==> src/rtl/eng_csr_pkg.sv <==
`timescale 1ns/1ps
package eng_csr_pkg;

   localparam int CAUSE_N = 6;

   // cause bit indices
   localparam int CZ_ILL_INSTR = 0;
   localparam int CZ_PAGE      = 1;
   localparam int CZ_BAD_MEM   = 2;
   localparam int CZ_BAD_REG   = 3;
   localparam int CZ_ALIGN     = 4;
   localparam int CZ_Q_WRITE   = 5;

   // control word bit positions
   localparam int CB_IRQ_EN   = 7;
   localparam int CB_PAGE_CHK = 10;
   localparam int CB_WROTE    = 11;
   localparam int CB_GO       = 12;
   localparam int CB_Q_EMPTY  = 14;
   localparam int CB_BUSY     = 15;
   localparam int CB_BANK0    = 16;

   // error word bit position
   localparam int EB_IRQ = 7;

   // byte offsets
   localparam logic [31:0] OFS_CTRL    = 32'h0000_0000;
   localparam logic [31:0] OFS_ERR     = 32'h0000_0004;
   localparam logic [31:0] OFS_DIAG    = 32'h0000_0008;
   localparam logic [31:0] DIRECT_BASE = 32'h0000_0100;
   localparam logic [31:0] QUEUE_BASE  = 32'h0000_0300;

   typedef enum logic [2:0] {
      HIT_NONE,
      HIT_CTRL,
      HIT_ERR,
      HIT_DIAG,
      HIT_DIRECT,
      HIT_QUEUED
   } hit_e;

endpackage

==> src/rtl/eng_csr_decode.sv <==
`timescale 1ns/1ps
module eng_csr_decode
   import eng_csr_pkg::*;
#(
   parameter int ADDR_W = 12,
   parameter int IDX_W  = 7
) (
   input  logic [ADDR_W-1:0] addr_i,
   output hit_e              hit_o,
   output logic [IDX_W-1:0]  idx_o
);
   localparam logic [31:0] SPAN = 32'(4 * (2 ** IDX_W));

   logic [31:0] a32;
   logic [31:0] dir_off;
   logic [31:0] que_off;

   always_comb begin
      a32     = 32'(addr_i);
      dir_off = a32 - DIRECT_BASE;
      que_off = a32 - QUEUE_BASE;
      hit_o   = HIT_NONE;
      idx_o   = '0;
      if (a32 == OFS_CTRL) begin
         hit_o = HIT_CTRL;
      end else if (a32 == OFS_ERR) begin
         hit_o = HIT_ERR;
      end else if (a32 == OFS_DIAG) begin
         hit_o = HIT_DIAG;
      end else if (a32 >= DIRECT_BASE && a32 < DIRECT_BASE + SPAN) begin
         hit_o = HIT_DIRECT;
         idx_o = dir_off[IDX_W+1:2];
      end else if (a32 >= QUEUE_BASE && a32 < QUEUE_BASE + SPAN) begin
         hit_o = HIT_QUEUED;
         idx_o = que_off[IDX_W+1:2];
      end
   end

endmodule

==> src/rtl/eng_csr_bank_track.sv <==
`timescale 1ns/1ps
module eng_csr_bank_track #(
   parameter int IDX_W     = 7,
   parameter int NUM_BANKS = 4
) (
   input  logic                 we_i,
   input  logic [IDX_W-1:0]     idx_i,
   output logic [NUM_BANKS-1:0] hit_o
);
   localparam int BANK_W = $clog2(NUM_BANKS);

   if (NUM_BANKS < 2) begin : g_bad_banks
      $error("eng_csr_bank_track: NUM_BANKS must be at least 2");
   end

   logic [BANK_W-1:0] bank_sel;
   assign bank_sel = idx_i[IDX_W-1 -: BANK_W];

   for (genvar b = 0; b < NUM_BANKS; b++) begin : g_bank
      assign hit_o[b] = we_i && (bank_sel == BANK_W'(b));
   end

endmodule

==> src/rtl/eng_csr_sticky.sv <==
`timescale 1ns/1ps
module eng_csr_sticky #(
   parameter int W = 6
) (
   input  logic         clk,
   input  logic         rst_n,
   input  logic [W-1:0] set_i,
   input  logic [W-1:0] clr_i,
   output logic [W-1:0] q_o,
   output logic [W-1:0] d_o
);
   if (W < 1) begin : g_bad_w
      $error("eng_csr_sticky: W must be positive");
   end

   for (genvar i = 0; i < W; i++) begin : g_bit
      logic bit_q;
      logic bit_d;
      assign bit_d = set_i[i] | (bit_q & ~clr_i[i]);
      always_ff @(posedge clk or negedge rst_n) begin
         if (!rst_n) bit_q <= 1'b0;
         else        bit_q <= bit_d;
      end
      assign q_o[i] = bit_q;
      assign d_o[i] = bit_d;
   end

   // R3 (also R4, R5): a pending set is visible after the edge, even against a clear
   a_r3_set_wins: assert property (@(posedge clk) disable iff (!rst_n)
      (set_i != '0) |=> ((q_o & $past(set_i)) == $past(set_i)));

   // R3 (also R4, R5): write-one-to-clear drops the bit when no set competes
   a_r3_clear_drops: assert property (@(posedge clk) disable iff (!rst_n)
      ((clr_i & ~set_i) != '0) |=> ((q_o & $past(clr_i & ~set_i)) == '0));

   // R3 (also R4, R5): no set and no clear keeps the bits
   a_r3_hold: assert property (@(posedge clk) disable iff (!rst_n)
      (set_i == '0 && clr_i == '0) |=> $stable(q_o));

endmodule

==> src/rtl/eng_ctl_csr.sv <==
`timescale 1ns/1ps
module eng_ctl_csr
   import eng_csr_pkg::*;
#(
   parameter int          ADDR_W     = 12,
   parameter int          RF_DEPTH   = 128,
   parameter int          IDX_W      = $clog2(RF_DEPTH),
   parameter int          NUM_BANKS  = 4,
   parameter int          DIAG_W     = 16,
   parameter logic [31:0] DIAG_RESET = 32'h0000_4804
) (
   input  logic              clk,
   input  logic              rst_n,
   input  logic              bus_sel,
   input  logic              bus_we,
   input  logic [ADDR_W-1:0] bus_addr,
   input  logic [31:0]       bus_wdata,
   output logic [31:0]       bus_rdata,
   input  logic [CAUSE_N-1:0] core_err_i,
   input  logic              core_wrote_i,
   input  logic              core_rf_we_i,
   input  logic [IDX_W-1:0]  core_rf_idx_i,
   input  logic              core_busy_i,
   input  logic              core_q_empty_i,
   output logic              go_o,
   output logic              page_chk_o,
   output logic              irq_o,
   output logic [DIAG_W-1:0] diag_o,
   output logic              rf_we_o,
   output logic [IDX_W-1:0]  rf_idx_o,
   output logic [31:0]       rf_data_o,
   output logic              q_we_o,
   output logic [IDX_W-1:0]  q_idx_o,
   output logic [31:0]       q_data_o
);
   // ---------------- elaboration checks ----------------
   if ((RF_DEPTH & (RF_DEPTH - 1)) != 0 || RF_DEPTH < 2) begin : g_bad_depth
      $error("eng_ctl_csr: RF_DEPTH must be a power of two");
   end
   if (IDX_W != $clog2(RF_DEPTH)) begin : g_bad_idx
      $error("eng_ctl_csr: IDX_W must equal clog2(RF_DEPTH)");
   end
   if ((NUM_BANKS & (NUM_BANKS - 1)) != 0 || NUM_BANKS < 2 ||
       NUM_BANKS > 12 || NUM_BANKS > RF_DEPTH) begin : g_bad_banks
      $error("eng_ctl_csr: NUM_BANKS must be a power of two in 2..12");
   end
   if (DIAG_W < 1 || DIAG_W > 32) begin : g_bad_diag
      $error("eng_ctl_csr: DIAG_W must be 1..32");
   end
   if (ADDR_W > 31 ||
       (64'(QUEUE_BASE) + 64'(4 * RF_DEPTH)) > (64'(1) << ADDR_W)) begin : g_bad_addr
      $error("eng_ctl_csr: ADDR_W too small for the write windows");
   end

   // ---------------- decode ----------------
   hit_e             hit;
   logic [IDX_W-1:0] widx;

   eng_csr_decode #(.ADDR_W(ADDR_W), .IDX_W(IDX_W)) u_decode (
      .addr_i (bus_addr),
      .hit_o  (hit),
      .idx_o  (widx)
   );

   logic wr, rd;
   logic wr_ctrl, wr_err, wr_diag, wr_direct, wr_queued;
   assign wr        = bus_sel & bus_we;
   assign rd        = bus_sel & ~bus_we;
   assign wr_ctrl   = wr && (hit == HIT_CTRL);
   assign wr_err    = wr && (hit == HIT_ERR);
   assign wr_diag   = wr && (hit == HIT_DIAG);
   assign wr_direct = wr && (hit == HIT_DIRECT);
   assign wr_queued = wr && (hit == HIT_QUEUED);

   // ---------------- plain control bits ----------------
   logic ie_q, pb_q, go_q;
   logic ie_d;
   assign ie_d = wr_ctrl ? bus_wdata[CB_IRQ_EN] : ie_q;

   always_ff @(posedge clk or negedge rst_n) begin
      if (!rst_n) begin
         ie_q <= 1'b0;
         pb_q <= 1'b0;
         go_q <= 1'b0;
      end else if (wr_ctrl) begin
         ie_q <= bus_wdata[CB_IRQ_EN];
         pb_q <= bus_wdata[CB_PAGE_CHK];
         go_q <= bus_wdata[CB_GO];
      end
   end

   // ---------------- sticky causes ----------------
   logic [CAUSE_N-1:0] cause_set, cause_clr, cause_q, cause_d;
   logic               drop_direct;
   assign drop_direct = wr_direct & go_q;

   always_comb begin
      cause_set = core_err_i;
      cause_set[CZ_BAD_REG] = core_err_i[CZ_BAD_REG] | drop_direct;
      cause_clr = (wr_ctrl | wr_err) ? bus_wdata[CAUSE_N-1:0] : '0;
   end

   eng_csr_sticky #(.W(CAUSE_N)) u_cause (
      .clk   (clk),
      .rst_n (rst_n),
      .set_i (cause_set),
      .clr_i (cause_clr),
      .q_o   (cause_q),
      .d_o   (cause_d)
   );

   // ---------------- write-performed flag ----------------
   logic wrote_q, wrote_d, wrote_clr;
   assign wrote_clr = wr_ctrl & bus_wdata[CB_WROTE];

   eng_csr_sticky #(.W(1)) u_wrote (
      .clk   (clk),
      .rst_n (rst_n),
      .set_i (core_wrote_i),
      .clr_i (wrote_clr),
      .q_o   (wrote_q),
      .d_o   (wrote_d)
   );

   // ---------------- bank-modified flags ----------------
   logic [NUM_BANKS-1:0] bank_set, bank_clr, bank_q, bank_d;

   eng_csr_bank_track #(.IDX_W(IDX_W), .NUM_BANKS(NUM_BANKS)) u_bank_track (
      .we_i  (core_rf_we_i),
      .idx_i (core_rf_idx_i),
      .hit_o (bank_set)
   );

   assign bank_clr = wr_ctrl ? bus_wdata[CB_BANK0 +: NUM_BANKS] : '0;

   eng_csr_sticky #(.W(NUM_BANKS)) u_bank (
      .clk   (clk),
      .rst_n (rst_n),
      .set_i (bank_set),
      .clr_i (bank_clr),
      .q_o   (bank_q),
      .d_o   (bank_d)
   );

   // ---------------- interrupt ----------------
   logic irq_q;
   always_ff @(posedge clk or negedge rst_n) begin
      if (!rst_n) irq_q <= 1'b0;
      else        irq_q <= ie_d & (|cause_d);
   end

   // ---------------- diagnostics ----------------
   logic [DIAG_W-1:0] diag_q;
   always_ff @(posedge clk or negedge rst_n) begin
      if (!rst_n)       diag_q <= DIAG_RESET[DIAG_W-1:0];
      else if (wr_diag) diag_q <= bus_wdata[DIAG_W-1:0];
   end

   // ---------------- read mux ----------------
   logic [31:0] ctrl_word, err_word, diag_word;
   always_comb begin
      ctrl_word = '0;
      ctrl_word[CAUSE_N-1:0]            = cause_q;
      ctrl_word[CB_IRQ_EN]              = ie_q;
      ctrl_word[CB_PAGE_CHK]            = pb_q;
      ctrl_word[CB_WROTE]               = wrote_q;
      ctrl_word[CB_GO]                  = go_q;
      ctrl_word[CB_Q_EMPTY]             = core_q_empty_i;
      ctrl_word[CB_BUSY]                = core_busy_i;
      ctrl_word[CB_BANK0 +: NUM_BANKS]  = bank_q;
      err_word = '0;
      err_word[CAUSE_N-1:0]             = cause_q;
      err_word[EB_IRQ]                  = irq_q;
      diag_word = '0;
      diag_word[DIAG_W-1:0]             = diag_q;
   end

   always_comb begin
      bus_rdata = '0;
      if (rd) begin
         unique case (hit)
            HIT_CTRL: bus_rdata = ctrl_word;
            HIT_ERR:  bus_rdata = err_word;
            HIT_DIAG: bus_rdata = diag_word;
            default:  bus_rdata = '0;
         endcase
      end
   end

   // ---------------- outputs ----------------
   assign go_o       = go_q;
   assign page_chk_o = pb_q;
   assign irq_o      = irq_q;
   assign diag_o     = diag_q;
   assign rf_we_o    = wr_direct & ~go_q;
   assign rf_idx_o   = widx;
   assign rf_data_o  = bus_wdata;
   assign q_we_o     = wr_queued;
   assign q_idx_o    = widx;
   assign q_data_o   = bus_wdata;

   // ---------------- assertions ----------------
   // the direct window never passes a write while the engine runs
   a_r7_only_when_stopped: assert property (@(posedge clk) disable iff (!rst_n)
      rf_we_o |-> !go_o);

   // a discarded direct write leaves the illegal register access cause latched
   a_r8_drop_sets_cause: assert property (@(posedge clk) disable iff (!rst_n)
      (bus_sel && bus_we && hit == HIT_DIRECT && go_o) |=> cause_q[CZ_BAD_REG]);

   // direct and queued strobes are exclusive
   a_r9_one_target: assert property (@(posedge clk) disable iff (!rst_n)
      $onehot0({rf_we_o, q_we_o}));

   // interrupt only with enable and a latched cause
   a_r6_irq_needs_cause: assert property (@(posedge clk) disable iff (!rst_n)
      irq_o |-> (ie_q && (cause_q != '0)));

   // enable plus a latched cause always shows on irq_o
   a_r6_irq_present: assert property (@(posedge clk) disable iff (!rst_n)
      (ie_q && (cause_q != '0)) |-> irq_o);

   // run bit changes only through a control write
   a_r2_go_hold: assert property (@(posedge clk) disable iff (!rst_n)
      !(bus_sel && bus_we && hit == HIT_CTRL) |=> $stable(go_o));

endmodule

==> config.mk <==
export PLATFORM = sky130hd
export DESIGN_NAME = eng_ctl_csr
export DESIGN_NICKNAME = d
export VERILOG_FILES = /design/src/rtl/eng_csr_pkg.sv /design/src/rtl/eng_csr_decode.sv /design/src/rtl/eng_csr_bank_track.sv /design/src/rtl/eng_csr_sticky.sv /design/src/rtl/eng_ctl_csr.sv
export SDC_FILE = /design/constraint.sdc
export NUM_CORES = 1
export LEC_CHECK = 0
export ABC_AREA = 1
export CORE_MARGIN = 2
export CORE_UTILIZATION = 36
export DETAILED_ROUTE_END_ITERATION = 10
export PLACE_DENSITY = 0.95
export SETUP_SLACK_MARGIN = 0.4
export SYNTH_ARGS = -nofsm -noshare
export SYNTH_HDL_FRONTEND = slang
export SYNTH_SLANG_ARGS = --single-unit
==> constraint.sdc <==
create_clock -name clk -period 2.52 [get_ports clk]
set_input_delay 0.378 -clock clk [delete_from_list [all_inputs] [get_ports clk]]
set_output_delay 0.378 -clock clk [all_outputs]
set_load 0.03 [all_outputs]
==> results of run 1 <==
==> registers in the layout, summed over array words and instances, names as in the netlist <==
| name | count |
|---|---|
| u_bank.g_bit.bit_q | 4 |
| go_o | 1 |
| page_chk_o | 1 |
| u_cause.g_bit.bit_q | 6 |
| diag_o | 16 |
| irq_o | 1 |
| u_wrote.q_o | 1 |
| ie_q | 1 |
==> metrics by stage <==
stage | setup WS, ns | instance area, sq um | utilization, % | hold slack (ns) | std cells
floorplan | 0.2966 | 2437 | - | 0.08241 | 311
global placement | -0.09636 | 3364 | 52.68 | 0.4594 | 457
detailed placement | -0.1603 | 3364 | 52.68 | 0.4762 | 457
CTS | 0.4022 | 3741 | 58.58 | 0.1651 | 472
global route | 0.4009 | 3787 | 59.31 | 0.1903 | 476
finish | 0.4551 | 3787 | 59.31 | 0.1589 | 476
==> layout make-up <==
type | count | area [sq um]
fillers | 569 | 2599
repair buffers | 165 | 1546
multi-input cells | 167 | 1115
flip-flops and latches | 31 | 779.5
inverters | 26 | 106.4
well taps | 77 | 96.34
clock buffers | 6 | 72.57
clock inverters | 2 | 60.06
repair inverters | 1 | 8.758
diodes | 1 | 2.502
==> worst min path at each step <==
stage,end,start,cells after the start
final,diag_o[13],rst_n,1
after global routing,u_cause.g_bit[1].bit_q,rst_n,1
after CTS,ie_q,rst_n,1
after detailed placement,diag_o[8],rst_n,1
after global placement,diag_o[8],rst_n,1
after floorplan,diag_o[0],rst_n,0
==> kinds of logic after synthesis <==
logic type | synth area share [%]
compound gates | 5.170
mux | 9.556
simple gates | 21.15
flops | 32.53
other cells | 0.1565
buf+inv | 31.44
==> power by group through the flow <==
stage	Combinational (uW)	Sequential (uW)	Clock, uW
CTS	357	499	604
global route	382	499	625
floorplan	294	510	0
global placement	343	509	0
detailed placement	350	509	0
finish	364	500	586
==> cells in the final DEF, fill, tap and decap left out, drive strengths merged <==
cell type      instances
nor2                  32
nand4                  1
bufinv                 2
mux2                  17
dfstp                  3
nand2                 68
clkinv                 1
conb                  12
nor3                   1
o21ai                  8
o211ai                 1
clkdlybuf4s15          1
diode                  1
a31oi                  1
buf                   65
dlymetal6s2s           1
nand3                 12
or2                    1
a21oi                 11
clkdlybuf4s50         91
dlygate4sd2            3
a21o                   1
o21bai                 1
dfrtp                 28
clkbuf                10
inv                   26
==> critical path, delay by kind of cell <==
kind | cells | cell delay [ns]
buffers and inverters | 4 | 0.46
AOI/OAI and AO/OA | 2 | 0.30
and+or+nand+nor | 3 | 0.54
==> what timing repair did <==
action,4_1_cts,5_1_grt
cloned,1,0
gates resized for setup,85,27
setup buffers,6,3
pin swaps,12,14
hold buffers,0,0
setup endpoints to repair,51,26
endpoints found under the hold margin,0,0
==> layer usage <==
metal  track usage (%)  wire length (um)  up-vias
li1                  -                 -     1039
met1             21.99              2703     1053
met2             38.21              4036      105
met3             5.582               564       25
met4             7.937               208        0
met5                 0                 0        -
==> flow_summary_export.csv, run 1 <==
group,metric,value,unit
status,outcome,"finished, final reports clean",
routing,vias_per_cell,4.668,
sta,finalSetupTns,0,ns
sta,drv_slew,0,
clock_tree,cts.clk_slew.worst_paths,0.07,ns
power,power_frac_comb,25.1,%
logic_synthesis,synthTopCellsByCount,"buf_4 (83), nand2_1 (63), dfrtp_1 (28)",
sta,max_freq,484.3,MHz
worst_setup_path,crit_start,"bus_addr[0]",
power,p_seq_share,34.5,%
floorplan,die-area,7324,sq um
clock_tree,cts.sinks,31,
sta,max-slew-margin-rel,50.93,%
worst_setup_path,reg2reg_from,"go_o",
power,power,1449,uW
logic_synthesis,async_flop_share,100.0,%
worst_setup_path,rrSetupSlack,1.36,ns
worst_setup_path,max_stage_delay,0.28,ns
floorplan,ios,196,
worst_setup_path,rr_endpoint,"irq_o",
final_layout,drive_gt1_share,35.18,%
grt,grt_pass1_wl,11910,um
final_layout,fin_nets,462,
sta,grt_setup_unrepaired,"no",
logic_synthesis,synth_warnings,0,
logic_synthesis,synthCells,300,
grt,grt_pass1_vias,2373,
power,irDropWorstVdd,0.2752,mV
worst_setup_path,crit_chain,"buf_6 > or2_4 > nor3_4 > nand2_4 > a31oi_4 > inv_2 > buf_12 > a21oi_4 > buf_6",
placement,io_buffers,142,
logic_synthesis,synth_edf_count,0,
grt,antenna_found_initial,1,
power,p_per_area,382.6,nW/um^2
worst_setup_path,crit_fanout,8,
power,power_frac_clock,40.4,%
routing,vias,2222,
sta,hold_viol,0,
sta,clock_skew,0.003482,ns
logic_synthesis,synth_ff_type,"dfrtp_1",
routing,wl,7512,um
worst_setup_path,path_class,"in -> out",
clock_tree,cts_tree,"done",
placement,dp_hpwl,5498,um
logic_synthesis,synth_top_area_share,29.24,%
logic_synthesis,synth.area.top_cells,"dfrtp_1 (29%), buf_4 (26%), nand2_1 (9.9%)",
placement,globalplace.congestion,0.8428,
floorplan,dieWidth,85.58,um
worst_setup_path,critPathSlowestCell,"or2_4",
sta,min_period,2.065,ns
worst_setup_path,startpoint_type,"input pin",
power,switching_share,28.06,%
logic_synthesis,synth_largest_area_cell,"dfrtp_1",
power,p_leak,0.001788,uW
grt,globalRouteOverflowTotal,0,
routing,dr.first_iter.drc_count,59,
routing,drt_first_pass_iters,4,
logic_synthesis,ys_ff_latch,31,
clock_tree,clock_latency,0.28,ns
routing,avgRoutedWirePerCell,15.78,um
power,switchingPower,406.7,uW
logic_synthesis,ys_types,28,
clock_tree,h-tree-depth,2,
final_layout,area_delta_synth_final,58.07,%
worst_setup_path,arrival,1.69,ns
worst_setup_path,crit_end,"bus_rdata[0]",
worst_setup_path,cp.required,2.14,ns
job,drv_cap,0,
logic_synthesis,netlist_area,2396,sq um
logic_synthesis,synth-seq-area-share,32.53,%
worst_setup_path,crit_top_cell,"buf_6",
grt,grt_usage,20.55,%
routing,ant_nets,0,
sta,post-route-period-util,81.94,%
power,intPower,1043,uW
floorplan,rows,29,
floorplan,start_util,37.52,%
routing,drc,0,
floorplan,core,6386,sq um
grt,grt_max_degree,32,
clock_tree,cts-root-buf,"clkbuf_8",
worst_setup_path,endpoint_kind,"output port",
clock_tree,cts_buffers,5,
sta,worstMarginPinSlew,0.7361,ns
sta,finalSetupViolCount,0,
floorplan,die-height,85.58,um
logic_synthesis,yosysMostFrequentCell,"buf_4",
logic_synthesis,postSynthAreaPerCell,7.987,sq um
clock_tree,clockBufferDepth,2,
min_path,hold_path_class,"in -> async",
worst_setup_path,reg2reg_depth,8,
Power figures use the tool's default switching activity.
==> run 2, diff against run 1 <==
--- a/config.mk
+++ b/config.mk
@@ -7,9 +7,9 @@
 export LEC_CHECK = 0
 export ABC_AREA = 1
 export CORE_MARGIN = 2
-export CORE_UTILIZATION = 36
+export CORE_UTILIZATION = 33
 export DETAILED_ROUTE_END_ITERATION = 10
-export PLACE_DENSITY = 0.95
+export PLACE_DENSITY = 0.89
 export SETUP_SLACK_MARGIN = 0.4
 export SYNTH_ARGS = -nofsm -noshare
 export SYNTH_HDL_FRONTEND = slang
==> constraint.sdc (replaced) <==
create_clock -name clk -period 1.95 [get_ports clk]
set_input_delay 0.2925 -clock clk [delete_from_list [all_inputs] [get_ports clk]]
set_output_delay 0.2925 -clock clk [all_outputs]
set_load 0.03 [all_outputs]
==> run 2 against run 1 <==
  * Wire length grew 1.3%
  * Clock power increased by 13%
  * Critical path depth is the same
  * Worst hold slack gained 0.25 ns
  * Setup slack worse by 0.40 ns
==> flow_summary_export.csv, run 2 (synthesized netlist as in run 1, its figures left out) <==
group,metric,value,unit
floorplan,rows,31,
final_layout,regArea,779.5,sq um
grt,globalRouteOverflowTotal,0,
sta,grt_setup_unrepaired,"yes",
status,outcome,"finished, final reports clean",
floorplan,start_util,33.57,%
power,p_per_area,434.1,nW/um^2
final_layout,antenna_cells,0,
routing,wl,7610,um
placement,globalplace.congestion,0.7348,
routing,drt_first_pass_iters,4,
sta,finalSetupTns,0,ns
grt,grt_pass1_vias,2328,
placement,io_buffers,142,
clock_tree,cts.sinks,31,
routing,vias_per_cell,4.460,
routing,dr.first_iter.drc_count,80,
routing,vias,2288,
job,drv_cap,0,
final_layout,layout_commonest_cell,"nand2_1",
floorplan,core,7137,sq um
worst_setup_path,max_stage_delay,0.28,ns
final_layout,final_cell_mix,"nand2_1 (55), buf_6 (51), dlygate4sd2_1 (50)",
floorplan,dieWidth,89.21,um
routing,avgRoutedWirePerCell,14.83,um
sta,hold_viol,0,
worst_setup_path,crit_buf_inv,4,
grt,grt_usage,18.64,%
min_path,hold_path_class,"in -> async",
final_layout,multiInputGateArea,1289,sq um
clock_tree,cts_buffers,5,
worst_setup_path,critPathTopFamily,"simple AND/OR/NAND/NOR gates",
sta,clock_skew,0.002942,ns
worst_setup_path,arrival,1.60,ns
clock_tree,cts_tree,"done",
worst_setup_path,endpoint_kind,"output port",
sta,drv_slew,0,
sta,post-route-period-util,96.92,%
placement,dp.cells,491,
worst_setup_path,path_class,"in -> out",
final_layout,fin_nets,478,
clock_tree,cts-root-buf,"clkbuf_8",
final_layout,final_design_area_no_fill,4210,sq um
power,p_leak,0.002025,uW
final_layout,largest_reg_flops,16,
worst_setup_path,cp.required,1.66,ns
clock_tree,cts.clk_slew.worst_paths,0.07,ns
clock_tree,clock_latency,0.28,ns
worst_setup_path,crit_chain,"buf_6 > or2_4 > nor3_4 > nand2_4 > a31oi_4 > inv_4 > buf_12 > a21oi_2 > buf_4",
clock_tree,hold_buffers,0,
final_layout,area_delta_synth_final,75.72,%
grt,antenna_found_initial,0,
power,irDropWorstVdd,0.3473,mV
final_layout,fin_cells,513,
worst_setup_path,startpoint_type,"input pin",
final_layout,nFillCells,638,
sta,finalSetupViolCount,0,
floorplan,ios,196,
sta,hold-worst-slack,0.4100,ns
grt,grt_max_degree,32,
clock_tree,clockBufferDepth,2,
routing,ant_nets,0,
grt,grt_pass1_wl,11270,um
placement,dpl_cell_area,3674,sq um
placement,dp_hpwl,5520,um
floorplan,die-area,7958,sq um
clock_tree,h-tree-depth,2,
sta,min_period,1.890,ns
worst_setup_path,crit_fanout,6,
sta,max_freq,529.1,MHz
floorplan,die-height,89.21,um
final_layout,drive_gt1_share,44.93,%
worst_setup_path,critPathSlowestCell,"or2_4",
routing,drc,0,
==> run 2: changes by cell type in the layout (fill, tap and decap cells not counted), moves of 5 or more <==
| cell | change |
|---|---|
| clkdlybuf4s15_1 | +6 |
| dlygate4sd2_1 | +47 |
| clkdlybuf4s50_1 | -58 |
| nor2_4 | +17 |
| buf_2 | -5 |
| buf_6 | +42 |
| nand2_2 | +5 |
| buf_4 | -17 |
| nand2_1 | -5 |
| nor2_1 | -14 |
==> run 2: worst register-to-register path: cells and delay by family, from the launching register on <==
family | cells | cell delay (ns)
compound gates | 1 | 0.07
buf+inv | 3 | 0.18
flops | 1 | 0.42
simple gates | 4 | 0.38
==> run 2: final timing paths <==
kind / startpoint / slack [ns] / cells after the start / end
setup reg to reg: go_o / 0.80 / 8 / irq_o
min in group clk: u_bank.g_bit[2].bit_q / 0.50 / 2 / u_bank.g_bit[2].bit_q
hold / removal: rst_n / 0.41 / 2 / diag_o[3]
hold reg to reg: u_bank.g_bit[2].bit_q / 0.50 / 2 / u_bank.g_bit[2].bit_q
max in group asynchronous: rst_n / 1.22 / 2 / diag_o[11]
setup / recovery: bus_addr[1] / 0.06 / 9 / bus_rdata[1]
==> run 2: power by group <==
group,switching [uW],total [uW],internal (uW)
registers,0.986,646,645
clock network,249,662,413
logic,305,520,215
total,555,1830,1270
==> run 2: area by class of cell <==
cell class	instances	share of cell area [%]
clock inverter	2	0.8321
tap	99	2.942
clock buffer	6	1.961
inverter	26	2.467
timing repair buffer	182	42.67
multi-input combinational	167	30.61
sequential	31	18.51
==> run 2: timing repair <==
item                                    in CTS  in global routing
cloned                                       1                  0
gates resized for setup                    190                 38
setup buffers                                9                  4
pin swaps                                    9                 13
endpoints found under the setup margin     124                 47
endpoints found under the hold margin        0                  0
==> run 2: per-stage QoR <==
stage               setup WS (ns)  power, uW  util (%)
floorplan                  0.1935       1061         -
CTS                       0.06036       1824     57.33
detailed placement        -0.3109       1145     51.47
finish                    0.06001       1828     58.99
global route            -0.003828       1904     58.99
global placement          -0.2749       1137     51.47
==> run 2: routing by layer <==
layer	part of all wire (%)	track usage, %
met4	4.1	8.005
met1	35	20.17
met3	7.1	5.817
met5	0	0
met2	53	33.40
==> run 3, diff against run 2 <==
--- a/config.mk
+++ b/config.mk
@@ -9,6 +9,7 @@
 export CORE_MARGIN = 2
 export CORE_UTILIZATION = 33
 export DETAILED_ROUTE_END_ITERATION = 10
+export MAX_ROUTING_LAYER = met4
 export PLACE_DENSITY = 0.89
 export SETUP_SLACK_MARGIN = 0.4
 export SYNTH_ARGS = -nofsm -noshare
==> constraint.sdc (replaced) <==
create_clock -name clk -period 1.95 [get_ports clk]
set_input_delay 0.195 -clock clk [delete_from_list [all_inputs] [get_ports clk]]
set_output_delay 0.195 -clock clk [all_outputs]
set_load 0.03 [all_outputs]
==> run 3 against run 2 <==
  * Non-clock buffer count down 10
  * First-iteration DRC count is 3.8% higher
  * Register-to-register slack improved by 0.05 ns
  * Clock power down 15%
  * Global-route usage is 0.59 points lower
  * Utilization fell by 5.5 points
  * Sequential share of layout area grew 1.9 points
  * Flip-flop and latch count unchanged
  * Final cell count shrank 1.9%
  * Sequential power barely moved
  * Critical path depth is 1 higher
==> flow_summary_export.csv, run 3 (synthesized netlist as in run 1, its figures left out) <==
group,metric,value,unit
power,p_seq_share,39.4,%
worst_setup_path,endpoint_kind,"output port",
power,p_leak,0.002018,uW
grt,grt_max_degree,32,
power,power_frac_clock,34.4,%
routing,wirelength_met1,2656,um
routing,maxUsedRoutingLayer,"met4",
sta,min_period,1.695,ns
power,switching_share,31.27,%
final_layout,nFillCells,684,
power,irDropWorstVdd,0.2960,mV
job,drv_cap,0,
worst_setup_path,max_stage_delay,0.28,ns
final_layout,antenna_cells,0,
routing,dr_wl_met2,3769,um
sta,drv_slew,0,
clock_tree,cts-root-buf,"clkbuf_8",
clock_tree,h-tree-depth,2,
routing,avgRoutedWirePerCell,14.02,um
clock_tree,cts.sinks,31,
floorplan,start_util,33.57,%
routing,vias,2199,
routing,ant_nets,0,
clock_tree,clock_latency,0.28,ns
floorplan,rows,31,
final_layout,area_delta_synth_final,59.37,%
final_layout,fin_nets,468,
sta,clock_skew,0.003135,ns
sta,hold-worst-slack,0.3900,ns
floorplan,dieWidth,89.21,um
final_layout,drive_gt1_share,37.87,%
grt,grt_usage,18.05,%
sta,max_freq,590.1,MHz
sta,post-route-period-util,86.90,%
final_layout,layout_commonest_cell,"nand2_1",
floorplan,core,7137,sq um
power,intPower,1128,uW
placement,io_buffers,142,
power,switchingPower,513.2,uW
power,power_frac_comb,26.3,%
worst_setup_path,crit_chain,"buf_6 > or2_4 > nor2_4 > nand2_4 > buf_4 > nand2_8 > buf_4 > nand2_1 > a21oi_2 > buf_6",
worst_setup_path,startpoint_type,"input pin",
sta,grt_setup_unrepaired,"yes",
floorplan,ios,196,
power,power,1641,uW
grt,grt_pass1_vias,2286,
floorplan,die-area,7958,sq um
placement,dp_hpwl,5465,um
grt,globalRouteOverflowTotal,0,
min_path,hold_path_class,"in -> out",
sta,hold_viol,0,
worst_setup_path,rrSetupSlack,0.85,ns
worst_setup_path,critPathSlowestCell,"or2_4",
worst_setup_path,crit_fanout,11,
worst_setup_path,path_class,"in -> out",
sta,worstMarginPinSlew,0.7250,ns
routing,drt_first_pass_iters,4,
sta,max-slew-margin-rel,51.67,%
worst_setup_path,arrival,1.50,ns
grt,grt_pass1_wl,10600,um
clock_tree,clockBufferDepth,2,
routing,drc,0,
worst_setup_path,cp.required,1.75,ns
placement,globalplace.congestion,0.6662,
routing,routed-wl-met3,491,um
status,outcome,"finished, final reports clean",
grt,antenna_found_initial,0,
clock_tree,cts_buffers,5,
sta,finalSetupViolCount,0,
final_layout,largest_reg_flops,16,
routing,wl,7052,um
floorplan,die-height,89.21,um
power,p_per_area,429.7,nW/um^2
final_layout,final_cell_mix,"nand2_1 (58), dlygate4sd2_1 (52), buf_4 (46)",
routing,vias_per_cell,4.372,
routing,dr.first_iter.drc_count,83,
clock_tree,cts_tree,"done",
==> run 3: power groups by stage <==
stage	sequential, uW	combinational (uW)	clock, uW
2_1_floorplan	660	386	0
3_3_place_gp	658	453	0
3_5_place_dp	658	459	0
4_1_cts	646	434	586
5_1_grt	645	461	612
6_report	646	431	564
==> run 3: worst max-delay path: cells and delay by family <==
kind,cells,cell delay [ns]
AND/OR/NAND/NOR,5,0.64
buffers and inverters,4,0.52
AO/OA/AOI/OAI,1,0.15
==> run 3: final cells by class <==
class / instances / area, sq um / share of cell area (%)
clock buffers: 8 / 100.1 / 2.621
inverters: 26 / 100.1 / 2.621
well taps: 99 / 123.9 / 3.244
multi-input cells: 167 / 1132 / 29.65
flip-flops and latches: 31 / 779.5 / 20.41
repair buffers: 172 / 1583 / 41.45
==> run 3: final timing paths <==
check / startpoint / end / depth (start not counted)
min in group asynchronous: rst_n / diag_o[5] / 2
worst min-delay path: bus_wdata[25] / q_data_o[25] / 0
worst max-delay path: bus_addr[0] / bus_rdata[0] / 10
worst max register to register: go_o / irq_o / 8
max in group asynchronous: rst_n / u_bank.g_bit[1].bit_q / 2
worst min register to register: u_bank.g_bit[2].bit_q / u_bank.g_bit[2].bit_q / 2
==> run 3: timing repair <==
item	in CTS	in global routing
pin swaps	17	4
hold endpoints to repair	28	0
setup buffers	6	7
resized for setup	140	11
setup endpoints to repair	109	37
hold buffers	1	0
==> run 3: metal layers <==
| layer | up-vias | GRT usage, % |
|---|---|---|
| li1 | 1048 | - |
| met1 | 1031 | 19.00 |
| met2 | 101 | 32.86 |
| met3 | 19 | 3.878 |
| met4 | 0 | 6.784 |
| met5 | - | - |
==> run 3: stage by stage <==
step | setup slack (ns) | std cells | TNS [ns] | instance area (sq um) | utilization (%)
detailed placement | -0.2023 | 481 | -5.812 | 3546 | 49.68
global route | 0.2055 | 503 | 0 | 3819 | 53.51
floorplan | 0.2842 | 311 | 0 | 2599 | -
CTS | 0.2600 | 496 | 0 | 3736 | 52.35
global placement | -0.1657 | 481 | -4.130 | 3546 | 49.68
finish | 0.2554 | 503 | 0 | 3819 | 53.51
